`src/rtl/itmr_pkg.sv`:
```
package itmr_pkg;
  localparam int CNT_W  = 16;
  localparam int ADDR_W = 3;
  localparam int PS_W   = 4;

  localparam logic [ADDR_W-1:0] A_PERIOD = 3'd0;
  localparam logic [ADDR_W-1:0] A_COUNT  = 3'd1;
  localparam logic [ADDR_W-1:0] A_TRIG   = 3'd2;
  localparam logic [ADDR_W-1:0] A_CFG    = 3'd3;
  localparam logic [ADDR_W-1:0] A_OUT    = 3'd4;

  // log2 of the divide ratio for each clock-select code
  function automatic int unsigned div_log2(input logic [1:0] sel);
    case (sel)
      2'd0:    return 0;
      2'd1:    return 1;
      2'd2:    return 2;
      default: return 4;
    endcase
  endfunction

  // low-bit mask that must be all ones on the free-running divider
  function automatic logic [PS_W-1:0] div_mask(input logic [1:0] sel);
    return PS_W'((1 << div_log2(sel)) - 1);
  endfunction

  // counter value after one enable while counting (not a first load)
  function automatic logic [CNT_W-1:0] next_count(input logic [CNT_W-1:0] cur,
                                                  input logic [CNT_W-1:0] per);
    return (cur == '0) ? per : cur - 1'b1;
  endfunction
endpackage

```
`src/rtl/itmr_prescaler.sv`:
```
module itmr_prescaler
  import itmr_pkg::*;
(
  input  logic       clk,
  input  logic       rst_n,
  input  logic [1:0] sel_i,
  output logic       tick_o
);
  logic [PS_W-1:0] div_q;
  logic [PS_W-1:0] mask;

  always_ff @(posedge clk) begin
    if (!rst_n) div_q <= '0;
    else        div_q <= div_q + 1'b1;
  end

  assign mask   = div_mask(sel_i);
  assign tick_o = ((div_q & mask) == mask);

  // the fastest ratio gives an enable on every cycle
  p_sel0_every_cycle_r10: assert property (@(posedge clk) disable iff (!rst_n)
    (sel_i == 2'd0) |-> tick_o);
endmodule

```
`src/rtl/itmr_counter.sv`:
```
module itmr_counter
  import itmr_pkg::*;
(
  input  logic             clk,
  input  logic             rst_n,
  input  logic             tick_i,
  input  logic             start_i,
  input  logic             stop_i,
  input  logic             mode_i,
  input  logic [CNT_W-1:0] period_i,
  output logic [CNT_W-1:0] count_o,
  output logic             run_o,
  output logic             fire_o,
  output logic             irq_o
);
  logic             run_q, pend_q, irq_q;
  logic [CNT_W-1:0] cnt_q;
  logic             adv, load_evt, reload_evt;

  assign adv        = tick_i && run_q && !stop_i && !start_i;
  assign load_evt   = adv && pend_q;
  assign reload_evt = adv && !pend_q && (cnt_q == '0);
  assign fire_o     = reload_evt || (load_evt && mode_i);

  always_ff @(posedge clk) begin
    if (!rst_n) begin
      run_q  <= 1'b0;
      pend_q <= 1'b0;
      cnt_q  <= '0;
      irq_q  <= 1'b0;
    end else begin
      irq_q <= fire_o;
      if (stop_i) begin
        run_q  <= 1'b0;
        pend_q <= 1'b0;
      end else if (start_i) begin
        run_q  <= 1'b1;
        pend_q <= 1'b1;
      end else if (load_evt) begin
        pend_q <= 1'b0;
      end
      if (load_evt)  cnt_q <= period_i;
      else if (adv)  cnt_q <= next_count(cnt_q, period_i);
    end
  end

  assign count_o = cnt_q;
  assign run_o   = run_q;
  assign irq_o   = irq_q;

  p_start_sets_run_r1: assert property (@(posedge clk) disable iff (!rst_n)
    (start_i && !stop_i) |=> run_q);
  p_count_down_r4: assert property (@(posedge clk) disable iff (!rst_n)
    (adv && !pend_q && cnt_q != '0) |=> (cnt_q == $past(cnt_q) - 1'b1));
  p_irq_after_tick_r5: assert property (@(posedge clk) disable iff (!rst_n)
    irq_q |-> $past(tick_i));
  p_idle_holds_r6: assert property (@(posedge clk) disable iff (!rst_n)
    !run_q |=> $stable(cnt_q));
  p_reload_value_r7: assert property (@(posedge clk) disable iff (!rst_n)
    reload_evt |=> (cnt_q == $past(period_i)));
endmodule

```
`src/rtl/itmr_outctl.sv`:
```
module itmr_outctl (
  input  logic clk,
  input  logic rst_n,
  input  logic wr_i,
  input  logic lvl_i,
  input  logic oe_i,
  input  logic toggle_i,
  output logic tout_o,
  output logic oe_o
);
  logic tout_q, oe_q;

  always_ff @(posedge clk) begin
    if (!rst_n) begin
      tout_q <= 1'b0;
      oe_q   <= 1'b0;
    end else begin
      if (wr_i) oe_q <= oe_i;
      if (wr_i && !oe_q)          tout_q <= lvl_i;
      else if (toggle_i && oe_q)  tout_q <= ~tout_q;
    end
  end

  assign tout_o = tout_q;
  assign oe_o   = oe_q;

  p_enabled_holds_r9: assert property (@(posedge clk) disable iff (!rst_n)
    (oe_q && !toggle_i) |=> $stable(tout_q));
  p_toggle_flips_r5: assert property (@(posedge clk) disable iff (!rst_n)
    (oe_q && toggle_i) |=> (tout_q != $past(tout_q)));
endmodule

```
`src/rtl/itmr_channel.sv`:
```
module itmr_channel
  import itmr_pkg::*;
(
  input  logic              clk,
  input  logic              rst_n,
  input  logic              wr_en,
  input  logic [ADDR_W-1:0] wr_addr,
  input  logic [CNT_W-1:0]  wr_data,
  input  logic [ADDR_W-1:0] rd_addr,
  output logic [CNT_W-1:0]  rd_data,
  output logic              irq,
  output logic              tout,
  output logic              running
);
  logic [CNT_W-1:0] period_q, count;
  logic             mode_q;
  logic [1:0]       sel_q;
  logic             tick, start_w, stop_w, out_w, fire, oe;

  assign start_w = wr_en && (wr_addr == A_TRIG) && wr_data[0];
  assign stop_w  = wr_en && (wr_addr == A_TRIG) && wr_data[1];
  assign out_w   = wr_en && (wr_addr == A_OUT);

  always_ff @(posedge clk) begin
    if (!rst_n) begin
      period_q <= '0;
      mode_q   <= 1'b0;
      sel_q    <= 2'd0;
    end else begin
      if (wr_en && wr_addr == A_PERIOD) period_q <= wr_data;
      if (wr_en && wr_addr == A_CFG && !running) begin
        mode_q <= wr_data[0];
        sel_q  <= wr_data[2:1];
      end
    end
  end

  itmr_prescaler u_pre (
    .clk(clk), .rst_n(rst_n), .sel_i(sel_q), .tick_o(tick)
  );

  itmr_counter u_cnt (
    .clk(clk), .rst_n(rst_n), .tick_i(tick), .start_i(start_w), .stop_i(stop_w),
    .mode_i(mode_q), .period_i(period_q), .count_o(count), .run_o(running),
    .fire_o(fire), .irq_o(irq)
  );

  itmr_outctl u_out (
    .clk(clk), .rst_n(rst_n), .wr_i(out_w), .lvl_i(wr_data[0]), .oe_i(wr_data[1]),
    .toggle_i(fire), .tout_o(tout), .oe_o(oe)
  );

  always_comb begin
    case (rd_addr)
      A_PERIOD: rd_data = period_q;
      A_COUNT:  rd_data = count;
      A_TRIG:   rd_data = {{(CNT_W-3){1'b0}}, running, 2'b00};
      A_CFG:    rd_data = {{(CNT_W-3){1'b0}}, sel_q, mode_q};
      A_OUT:    rd_data = {{(CNT_W-2){1'b0}}, oe, tout};
      default:  rd_data = '0;
    endcase
  end

  p_cfg_locked_r8: assert property (@(posedge clk) disable iff (!rst_n)
    running |=> ($stable(mode_q) && $stable(sel_q)));
endmodule

```
`config.mk`:
```
export PLATFORM = sky130hd
export DESIGN_NAME = itmr_channel
export DESIGN_NICKNAME = d
export VERILOG_FILES = /design/src/rtl/itmr_pkg.sv /design/src/rtl/itmr_prescaler.sv /design/src/rtl/itmr_counter.sv /design/src/rtl/itmr_outctl.sv /design/src/rtl/itmr_channel.sv
export SDC_FILE = /design/constraint.sdc
export NUM_CORES = 1
export LEC_CHECK = 0
export ABC_CLOCK_PERIOD_IN_PS = 3700
export BUFFER_PORTS_ARGS = -buffer_cell sky130_fd_sc_hd__buf_4
export CELL_PAD_IN_SITES_DETAIL_PLACEMENT = 2
export CELL_PAD_IN_SITES_GLOBAL_PLACEMENT = 2
export CORE_ASPECT_RATIO = 0.7
export CORE_MARGIN = 4
export CORE_UTILIZATION = 25
export CTS_CLUSTER_DIAMETER = 40
export DETAILED_ROUTE_END_ITERATION = 10
export PLACE_DENSITY_LB_ADDON = 0.2
export SYNTH_ARGS = -nofsm -noshare
export SYNTH_HDL_FRONTEND = slang
export SYNTH_HIERARCHICAL = 1
export SYNTH_SLANG_ARGS = --single-unit
export TNS_END_PERCENT = 5
```
`constraint.sdc`:
```
create_clock -name clk -period 3.7 [get_ports clk]
set_clock_uncertainty 0.2 [all_clocks]
set_input_delay 0.925 -clock clk [delete_from_list [all_inputs] [get_ports clk]]
set_output_delay 0.925 -clock clk [all_outputs]
set_load 0.05 [all_outputs]
```
==> run metrics <==
Final WS setup=0.571 ns; fraction of layout cells with a size suffix above 1=0.210; wirelength, routed=9420 um; largest fanout on the critical path=15; fraction of the cycle the final worst path needs=0.846; number of antenna violations at the first check in global routing=0; number of filler instances in the final layout=1113; CTS Buffer Depth=2; RSZ-0062 raised after global routing=no; library cell with the largest summed area after synthesis=dfxtp_1; outcome=completed; Post-Synthesis Cells=323; HPWL reported at the end of detailed placement=7010 um; non-filler cells in the finished layout=490; initial core utilization=0.263; DRC errors left=0; Placement Cell Area=3070 um2; number of nets at the end of the flow=389; DR iter-0 viols=115; register clock-pin slew on the reported worst setup and hold paths=0.06 ns; Crit path required time=2.57 ns; hold-fix buffers at CTS=0; vias per cell=5.19; ranking of synthesized cells by area=dfxtp_1 (34%), mux2i_1 (9.9%), nand2_1 (6.0%); vias after detailed routing=2545; number of H-tree levels=2; Setup Buffers After CTS=0; router iterations before antenna repair=4; yosys synthesis warning count=6; average wire per standard cell=19.2 um; number of enable-type register cells in the synthesized netlist=0; kind of capture point of the worst setup path=output port; number of placed cells counting well taps=482; flip-flop cell with the highest count after synthesis=dfxtp_1; IR Drop Worst-Case VDD=0.000124 V; die area=12200 um2; pin slew with the least headroom to its limit=0.646 ns; Final Setup Violations=0; max-cap violation count=0; total global routing overflow=0; net count of the mapped netlist=351; mean area per synthesized cell=8.10 um2; post-cts sizing count=0; Crit Path Category=primary input to output port; root cell of the clock tree=clkbuf_16; ratio of total power to cell area=375 nW/um2; TritonCTS Buffers=5; cell mode on critical path=buf_4; final worst path period need=3.13 ns; LEAKAGE=1.29 nW; number of sinks driven by the clock tree=44; overall die height=93.6 um; number of rows in the core area=30; Max-Slew Margin vs Limit=0.563; number of antenna cells inserted=0; maximum number of pins on one net before global-route repair=33; data arrival time of the critical path=2.00 ns; insertion delay to the later sink of the worst-skew pair=0.30 ns; synth-to-layout area growth=23.8%; Final ANT Viol Nets=0; post-synthesis register bit count=44; Worst Setup Start Kind=primary input; total global-route track usage=0.161; count of unique library cells instantiated by Yosys=64; setup_tns=0 ns; Util after Layout=0.326; cell-by-cell listing of the critical path=buf_4 > or2_2 > o211ai_1 > buf_4; top cells by instance count after synthesis=dfxtp_1 (44), nand2_1 (42), nor2_1 (34), mux2i_1 (26), nand3_1 (22); TritonCTS clock tree=yes; post-synth design cell area=2620 um2; cell with the most instances after synthesis=dfxtp_1; area of the core=9950 um2; I/O pin total=44; number of buffers added on ports=43; floorplan die width=130 um; worst setup slack before clock tree synthesis=0.566 ns; Slew Viols, Final=0; longest individual stage delay on the worst path=0.47 ns; fin area=3240 um2; Hold WC Path Type=flop to flop; final hold violation count=0; library cell contributing the largest single delay on the critical path=or2_2; area fraction of the dominant cell type after synthesis=0.337; global-route wire length before repair=15000 um; maximum achievable frequency=320 MHz; placer congestion estimate=0.775; sequential share of the synthesized area=0.337; via count of the first global-routing pass=2652; share of async-settable or async-resettable flops after synthesis=0
==> final timing paths <==
kind                            startpoint                        end  slack [ns]  cells past startpoint
max                             rd_addr[1]                 rd_data[1]        0.57                      4
min              u_pre/div_q[3]$_SDFF_PN0_  u_pre/div_q[3]$_SDFF_PN0_        0.28                      2
max reg2reg  u_cnt/count_o[0]$_SDFFE_PN0P_  u_out/tout_o$_SDFFE_PN0P_        0.70                     10
min reg2reg      u_pre/div_q[3]$_SDFF_PN0_  u_pre/div_q[3]$_SDFF_PN0_        0.28                      2
==> power breakdown <==
group | switching (mW) | internal (mW) | total [mW]
Sequential | 0.0140 | 0.484 | 0.498
Combinational | 0.110 | 0.0761 | 0.187
Clock | 0.210 | 0.321 | 0.532
==> worst max-delay path, delay by kind of cell <==
| kind | cells | cell delay, ns |
|---|---|---|
| AOI/OAI and AO/OA | 1 | 0.24 |
| and+or+nand+nor | 1 | 0.47 |
| buffers and inverters | 2 | 0.36 |
==> cell families (layout without fill, tap and decap cells) <==
| group | Yosys count | in the layout | synth area share |
|---|---|---|---|
| AOI/OAI and AO/OA | 70 | 70 | 0.174 |
| xor gates and xnor gates | 1 | 1 | 0.00335 |
| adders and majority gates | 3 | 3 | 0.0143 |
| buffers and inverters | 27 | 66 | 0.0507 |
| DFF | 44 | 44 | 0.337 |
| muxes | 28 | 28 | 0.112 |
| and+or+nand+nor | 150 | 150 | 0.308 |
==> cell usage in the layout (no fill, tap or decap), types with 6 or more instances in the layout <==
| master | Yosys | layout |
|---|---|---|
| buf_4 | 2 | 51 |
| inv_1 | 6 | 6 |
| a21oi_1 | 10 | 10 |
| dfxtp_1 | 44 | 44 |
| nor2_1 | 34 | 34 |
| o21ai_0 | 20 | 20 |
| nor3_1 | 9 | 9 |
| nand2_1 | 42 | 42 |
| nand3_1 | 22 | 22 |
| mux2i_1 | 26 | 26 |
==> layout make-up <==
class / count / area (um2) / share of cell area
clock inverters: 3 / 46.3 / 0.0143
flip-flops and latches: 44 / 881 / 0.272
multi-input cells: 252 / 1620 / 0.500
well taps: 128 / 160 / 0.0494
repair buffers: 51 / 383 / 0.118
clock buffers: 5 / 125 / 0.0386
inverters: 7 / 26.3 / 0.00811
==> flip-flops by register name (all words and copies together) (netlist names) <==
register,count
u_cnt/run_o,1
u_out/tout_o,1
u_cnt/irq_o,1
mode_q,1
u_cnt/count_o,16
u_out/oe_o,1
u_cnt/pend_q,1
period_q,16
sel_q,2
u_pre/div_q,4
==> through the flow <==
stage / hold slack (ns) / total power [mW]
floorplan: 0.241 / 0.626
global placement: 0.255 / 0.691
detailed placement: 0.273 / 0.695
CTS: 0.283 / 1.23
global route: 0.322 / 1.28
finish: 0.277 / 1.22
==> layer usage <==
metal  track usage  routed length [um]
met5             0                   0
met4        0.0363                  62
met3        0.0280                 349
met2         0.226                3950
met1         0.251                5060
(Power assumes the default switching activity.)
